## config.mk

```make
export PLATFORM = sky130hd
export DESIGN_NAME = irq_rotor
export DESIGN_NICKNAME = d
export VERILOG_FILES = /design/src/rtl/irq_rotor.sv
export SDC_FILE = /design/constraint.sdc
export NUM_CORES = 1
export LEC_CHECK = 0
export BUFFER_PORTS_ARGS = -buffer_cell sky130_fd_sc_hd__buf_2
export CELL_PAD_IN_SITES_DETAIL_PLACEMENT = 0
export CELL_PAD_IN_SITES_GLOBAL_PLACEMENT = 1
export CORE_MARGIN = 2
export CORE_UTILIZATION = 41
export DETAILED_ROUTE_END_ITERATION = 7
export GPL_TIMING_DRIVEN = 0
export PLACE_DENSITY = 0.89
export SETUP_SLACK_MARGIN = 0.15
export SYNTH_ARGS = -nofsm -noshare
export SYNTH_HDL_FRONTEND = slang
export SYNTH_SLANG_ARGS = --single-unit
```

## constraint.sdc

```tcl
create_clock -name clk -period 7.2 [get_ports clk]
set_input_delay 0.72 -clock clk [delete_from_list [all_inputs] [get_ports clk]]
set_output_delay 0.72 -clock clk [all_outputs]
set_load 0.01 [all_outputs]
```

## src/rtl/irq_rotor.sv

```systemverilog
module irq_rotor #(
  parameter int N            = 8,
  parameter bit IS_MASTER    = 1'b1,
  parameter int CASCADE_LINE = 2,
  localparam int LW          = $clog2(N)
) (
  input  logic          clk,
  input  logic          rst_n,
  input  logic [N-1:0]  req_in,
  input  logic          level_all,
  input  logic [N-1:0]  level_sel,
  input  logic          auto_eoi,
  input  logic          rot_aeoi,
  input  logic          spec_mask,
  input  logic          spec_nest,
  input  logic          mask_we,
  input  logic [N-1:0]  mask_wdata,
  input  logic          ack,
  input  logic          eoi,
  input  logic          eoi_specific,
  input  logic          eoi_rotate,
  input  logic [LW-1:0] eoi_line,
  input  logic          prio_set,
  input  logic [LW-1:0] prio_line,
  output logic          int_out,
  output logic [LW-1:0] win_line,
  output logic          win_valid,
  output logic [N-1:0]  irr_q,
  output logic [N-1:0]  isr_q,
  output logic [N-1:0]  mask_q,
  output logic [LW-1:0] base_q
);
  localparam int PW = LW + 1;

  logic [N-1:0]  irr, isr, mask, last;
  logic [LW-1:0] base;

  // rank of the first set bit scanning upward from b, N when empty (N is a power of two)
  function automatic logic [PW-1:0] first_from(input logic [N-1:0] v, input logic [LW-1:0] b);
    logic [LW-1:0] idx;
    first_from = PW'(N);
    for (int k = N - 1; k >= 0; k--) begin
      idx = b + LW'(k);
      if (v[idx]) first_from = PW'(k);
    end
  endfunction

  logic [N-1:0]  cand, svc, level, hit, eoi_clr;
  logic [PW-1:0] p_cand, p_svc, p_isr;
  logic [LW-1:0] eoi_tgt;
  logic          take, eoi_go;

  always_comb begin
    cand = irr & ~mask;
    svc  = isr;
    if (spec_mask) svc = svc & ~mask;
    if (spec_nest && IS_MASTER) svc[CASCADE_LINE] = 1'b0;
  end

  assign p_cand    = first_from(cand, base);
  assign p_svc     = first_from(svc, base);
  assign win_valid = p_cand < p_svc;
  assign win_line  = base + p_cand[LW-1:0];
  assign int_out   = win_valid;

  assign level = {N{level_all}} | level_sel;
  assign take  = ack & win_valid;
  assign hit   = N'(take) << win_line;

  assign p_isr   = first_from(isr, base);
  assign eoi_tgt = eoi_specific ? eoi_line : base + p_isr[LW-1:0];
  assign eoi_go  = eoi & (eoi_specific | ~p_isr[LW]);
  assign eoi_clr = N'(eoi_go) << eoi_tgt;

  always_ff @(posedge clk or negedge rst_n) begin
    if (!rst_n) begin
      irr  <= '0;
      isr  <= '0;
      mask <= '0;
      last <= '0;
      base <= '0;
    end else begin
      irr  <= (level & req_in) | (~level & ((irr & ~hit) | (req_in & ~last)));
      last <= req_in;
      if (mask_we) mask <= mask_wdata;
      isr  <= (isr & ~eoi_clr) | (auto_eoi ? '0 : hit);
      if (take && auto_eoi && rot_aeoi) base <= win_line + 1'b1;
      else if (eoi_go && eoi_rotate)    base <= eoi_tgt + 1'b1;
      else if (prio_set)                base <= prio_line + 1'b1;
    end
  end

  assign irr_q  = irr;
  assign isr_q  = isr;
  assign mask_q = mask;
  assign base_q = base;
endmodule


```

Word level (Yosys, flattened, before mapping)
Index checks and enable logic that the tools add are counted.
{"block": "classes", "add_sub_neg": 12, "order_cmp": 9, "shifts": 2, "mux": 79, "bitwise_logic": 20, "n_reduce_logical": 4}
{"op": "4-bit two-way mux", "n": 24}
{"op": "1-bit binary-select mux with 3-bit select", "n": 24}
{"op": "8-bit bitwise AND", "n": 7}
{"op": "8-bit inverter", "n": 5}
{"op": "3-bit by 4-bit < comparator with 1-bit output, second input constant", "n": 8}
{"op": "8-bit OR", "n": 4}
{"op": "1-bit two-way mux", "n": 25}
{"op": "8-bit two-way mux", "n": 2}
{"op": "1-bit by 3-bit left shift with 8-bit output", "n": 2}
{"op": "3-bit by 1-bit adder with 3-bit output, second input constant", "n": 4}
{"op": "3-bit adder, second input constant", "n": 4}
{"op": "3-bit two-way mux", "n": 4}
{"op": "3-bit by 2-bit adder with 3-bit output, second input constant", "n": 2}
{"op": "3-bit adder", "n": 2}
{"op": "4-bit < comparator", "n": 1}
{"op": "1-bit logical AND", "n": 3}
{"op": "3-bit nonzero test", "n": 1}
{"op": "1-bit bitwise AND", "n": 2}
{"op": "1-bit inverter", "n": 1}
{"op": "1-bit OR", "n": 1}
{"block": "totals", "ff_bits": 35, "in_bits": 43, "output_inout_bits": 32, "elab_cells": 131}

Longest topological paths before layout
{"block": "logic_depth", "depth_word": 22, "ltp_mapped": 29, "ltp_nobuf": 24}

Least setup slack after synthesis
Ideal clock, no wire load.
{"block": "synth_timing", "kind": "register to register", "startpoint": "register base[1], in the netlist base_q[1]", "endpoint": "register base[2], in the netlist base_q[2]", "setup_time_ps": 129, "arrival_ps": 4979, "required_time_ps": 7071, "path_slack_ps": 2092, "stages_incl_launch_ff": 29, "n_path_buf": 5, "synth_period_minus_slack_ps": 5108, "cell_sequence": "dfrtp_1 buf_6 inv_1 clkbuf_1 ha_1 buf_2 buf_2 nor2_1 a22o_1 nor4b_1 nand2_1 o32ai_1 nand2_1 ha_1 a211oi_1 nand2_1 nor2_1 a31oi_1 nor3_1 o211a_1 a22o_1 buf_4 mux2_2 ha_1 xor2_1 nand2_1 o211ai_1 o21ai_0 o22ai_1"}
{"block": "synth_via", "elab_chain_cells": 17, "elab_cells_between_ends": 95, "cone_classes": "add/sub (11); order compare (1); mux (75); bitwise (4); reduce/logical (4)"}
{"element": "start: declaration", "line_no": "36", "text": "logic [LW-1:0] base;"}
{"element": "start signal: assignment", "line_no": "87", "text": "if (take && auto_eoi && rot_aeoi) base <= win_line + 1'b1;"}
{"element": "start signal: assignment", "line_no": "88", "text": "else if (eoi_go && eoi_rotate) base <= eoi_tgt + 1'b1;"}
{"element": "start signal: assignment", "line_no": "89", "text": "else if (prio_set) base <= prio_line + 1'b1;"}
{"element": "branches (longest 17 deep; another with 3-bit adder)"}
Several ways; the timed one is not identified. The select of a mux whose other input is x is not followed.
A chain may end at the register's enable or synchronous reset.

Final worst setup path
Same ends and word-level chain as after synthesis.

==> summary.txt <==
Clock tree
  – CTS Sinks: 35
  – CTS tree: yes
  – Clock latency on the worst-skew pair: 0.29 ns
  – Clk pin slew, worst setup/hold paths: about 0.070 ns
  – PostCTS Resize Cnt: 0
  – Clock root buffer: clkbuf_8
  – Maximum root-to-sink buffer count: 2
  – CTS Buf Count: 5
  – H-tree lvl count: 2
  – Post-CTS setup buffers: 0
  – CTS Hold Bufs: 0

Timing
  – Layout Skew: roughly 0.0061 ns
  – Final worst-path cycle share: 85.4%
  – Fmax: 163 MHz
  – Worst-Margin Slew: 0.796 ns
  – Final TNS setup: 0 ns
  – Max-slew violations: 0
  – RSZ-0062 raised after global routing: no
  – Final setup violation count: 0
  – Final Critical Period: 6.15 ns
  – Number of hold violations in the final report: 0
  – Slew margin rel.: between 40% and 50%

Yosys
  – Mapped Nets: roughly 430
  – Main flop type after synthesis: dfrtp_1
  – Largest area contributor in the netlist: dfrtp_1
  – Top post-synthesis cells by area: dfrtp_1 24%, mux4_2 12%, mux2i_1 7.0%, mux2_2 5.1%, nand2_1 3.5%
  – Yosys reg bits: 35
  – Avg Cell Area, Syn: 9.81 um^2
  – Netlist cell types: 74
  – Cell Area, Synth: 3720 um^2
  – Sequential share of the synthesized area: 23.6%
  – Syn Inst Count: 379
  – Ys async rst share: 100%
  – Post-synth top area share: 23.6%
  – Post-synth EDFFs: 0
  – Yosys warning count: 0

Global routing
  – Overflow after GRT: 0
  – Initial antenna violation count: 0
  – Tot GR Track Use: ~22%
  – First-pass GRT wire length: 17,700 um
  – Vias in the first global route: roughly 3,400
  – Largest net degree at the start of global routing: 36

Die
  – Core Box Area: 8760 um^2
  – Die Wd: between 90 and 100 um
  – Die area: 9840 um^2
  – Top Ports: 75
  – Num rows: 34
  – Starting density of the core: 42.4%
  – DIE HEIGHT: 99.2 um

Final layout
  – Nets: between 500 and 600
  – Area Growth Syn to Fin: 16.1%
  – ANT cells: 0
  – Layout cells sized above 1: 33.0%

Detailed routing
  – Wire per inst: 19.2 um
  – Detailed Route WL: around 11,000 um
  – DR vias: 3,550
  – DR pass1 iterations: 5
  – Drc violations: 0
  – Antenna viol nets, final: 0
  – Vias/cell: ~6.3
  – First-iteration detailed-routing DRC count: approximately 360

Critical path
  – Critical-path top delay cell: nor4b_1
  – Max incr delay on CP: roughly 0.66 ns
  – Worst Path Max Fanout: 10
  – Crit Path Class: flip-flop to flip-flop
  – Crit path top cell by count: nand2_1
  – Setup crit start kind: flip-flop
  – Critical Path RT: around 7.4 ns
  – Arrival time of the worst setup path: roughly 6.3 ns
  – CP endpoint kind: flip-flop

Place
  – Post-DP HPWL: approximately 8400 um
  – GP Congestion: 0.909
  – Port bufs: 71

Outcome
  – Status: complete, no violations

Job
  – Number of max-cap violations: 0

Hold path
  – Hold WC Path Type: input port to async pin
==> layout by cell type, fill, tap and decap left out, types with 8 or more instances in the layout <==
cell | Yosys | layout
mux2_2 | 17 | 17
mux2i_1 | 26 | 26
mux4_2 | 20 | 20
ha_1 | 8 | 8
nor2_1 | 26 | 26
buf_2 | 8 | 79
o21ai_0 | 10 | 10
a22o_1 | 11 | 11
nand2b_1 | 14 | 14
nand2_1 | 35 | 35
a32o_1 | 10 | 10
dfrtp_1 | 35 | 35
a21boi_0 | 8 | 8
nor2b_1 | 8 | 8
nand4_1 | 12 | 12
==> cells in the mapped netlist (5+ instances only) <==
library cell and count:
a21boi_0 8, a21oi_1 7, a22o_1 11, a32o_1 10
buf_2 8, clkbuf_1 6, dfrtp_1 35, ha_1 8
inv_1 7, mux2_2 17, mux2i_1 26, mux4_2 20
nand2_1 35, nand2b_1 14, nand3b_1 5, nand4_1 12
nor2_1 26, nor2b_1 8, nor3_1 5, o21a_1 6
o21ai_0 10
==> registers in the layout (all words and copies together) (netlist names) <==
name,cells
irr_q,8
base_q,3
last,8
isr_q,8
mask_q,8
==> per-stage QoR <==
stage               worst slack (ns)  cells  hold WS [ns]  area (um^2)  utilization (%)
finish                          1.05    565         0.507         4310             49.2
detailed placement              1.19    558         0.542         4210             48.0
CTS                             1.16    565         0.526         4310             49.2
global route                   0.565    565         0.538         4310             49.2
floorplan                       2.09    379         0.424         3720                -
global placement                1.27    558         0.527         4210             48.0
==> layout make-up <==
class / instances / area, um^2
fill: 845 / 4450
multi-input combinational: 311 / 2670
sequential: 35 / 876
timing repair buffer: 71 / 355
buffer: 25 / 144
tap: 108 / 135
clock buffer: 5 / 68.8
clock inverter: 2 / 37.5
inverter: 8 / 30.0
==> kinds of logic (layout without fill, tap and decap cells) <==
| logic type | after synthesis | after routing | share of synthesized area (%) |
|---|---|---|---|
| xor+xnor | 8 | 8 | 2.49 |
| flops | 35 | 35 | 23.6 |
| compound gates | 85 | 85 | 17.9 |
| simple gates | 142 | 142 | 21.6 |
| mux | 66 | 66 | 26.0 |
| fa+ha+maj | 10 | 10 | 3.77 |
| buf+inv | 33 | 111 | 4.68 |
==> critical path, delay by kind of cell, from the launching register on <==
kind | cells | cell delay (ns)
muxes | 1 | 0.35
AOI/OAI and AO/OA | 9 | 1.43
and+or+nand+nor | 8 | 1.66
DFF | 1 | 0.51
xor gates and xnor gates | 1 | 0.15
buffers and inverters | 6 | 1.16
adders and majority gates | 3 | 0.76
==> routing by layer <==
| layer | vias up | share of wire, % | wire (um) | global-route usage (%) |
|---|---|---|---|---|
| met2 | 155 | 49 | 5310 | 37.5 |
| met5 | - | 0 | 0 | 0 |
| met3 | 14 | 6.4 | 697 | 3.51 |
| met1 | 1748 | 43 | 4670 | 29.6 |
| met4 | 0 | 1.5 | 161 | 7.06 |
| li1 | 1633 | - | - | - |
==> final timing paths <==
| check | start | endpoint | slack [ns] | cells past startpoint |
|---|---|---|---|---|
| min in group clk | req_in[1] | last[1] | 0.54 | 1 |
| min reg2reg | last[5] | irr_q[5] | 0.55 | 2 |
| max | base_q[1] | base_q[2] | 1.05 | 28 |
| min | rst_n | last[1] | 0.51 | 1 |
| max reg2reg | base_q[1] | base_q[2] | 1.05 | 28 |
| max in group asynchronous | rst_n | isr_q[5] | 6.18 | 1 |
Power is left out: the tool's default activity adds up to more than one toggle a clock period on the data nets, which glitch-free logic cannot reach.
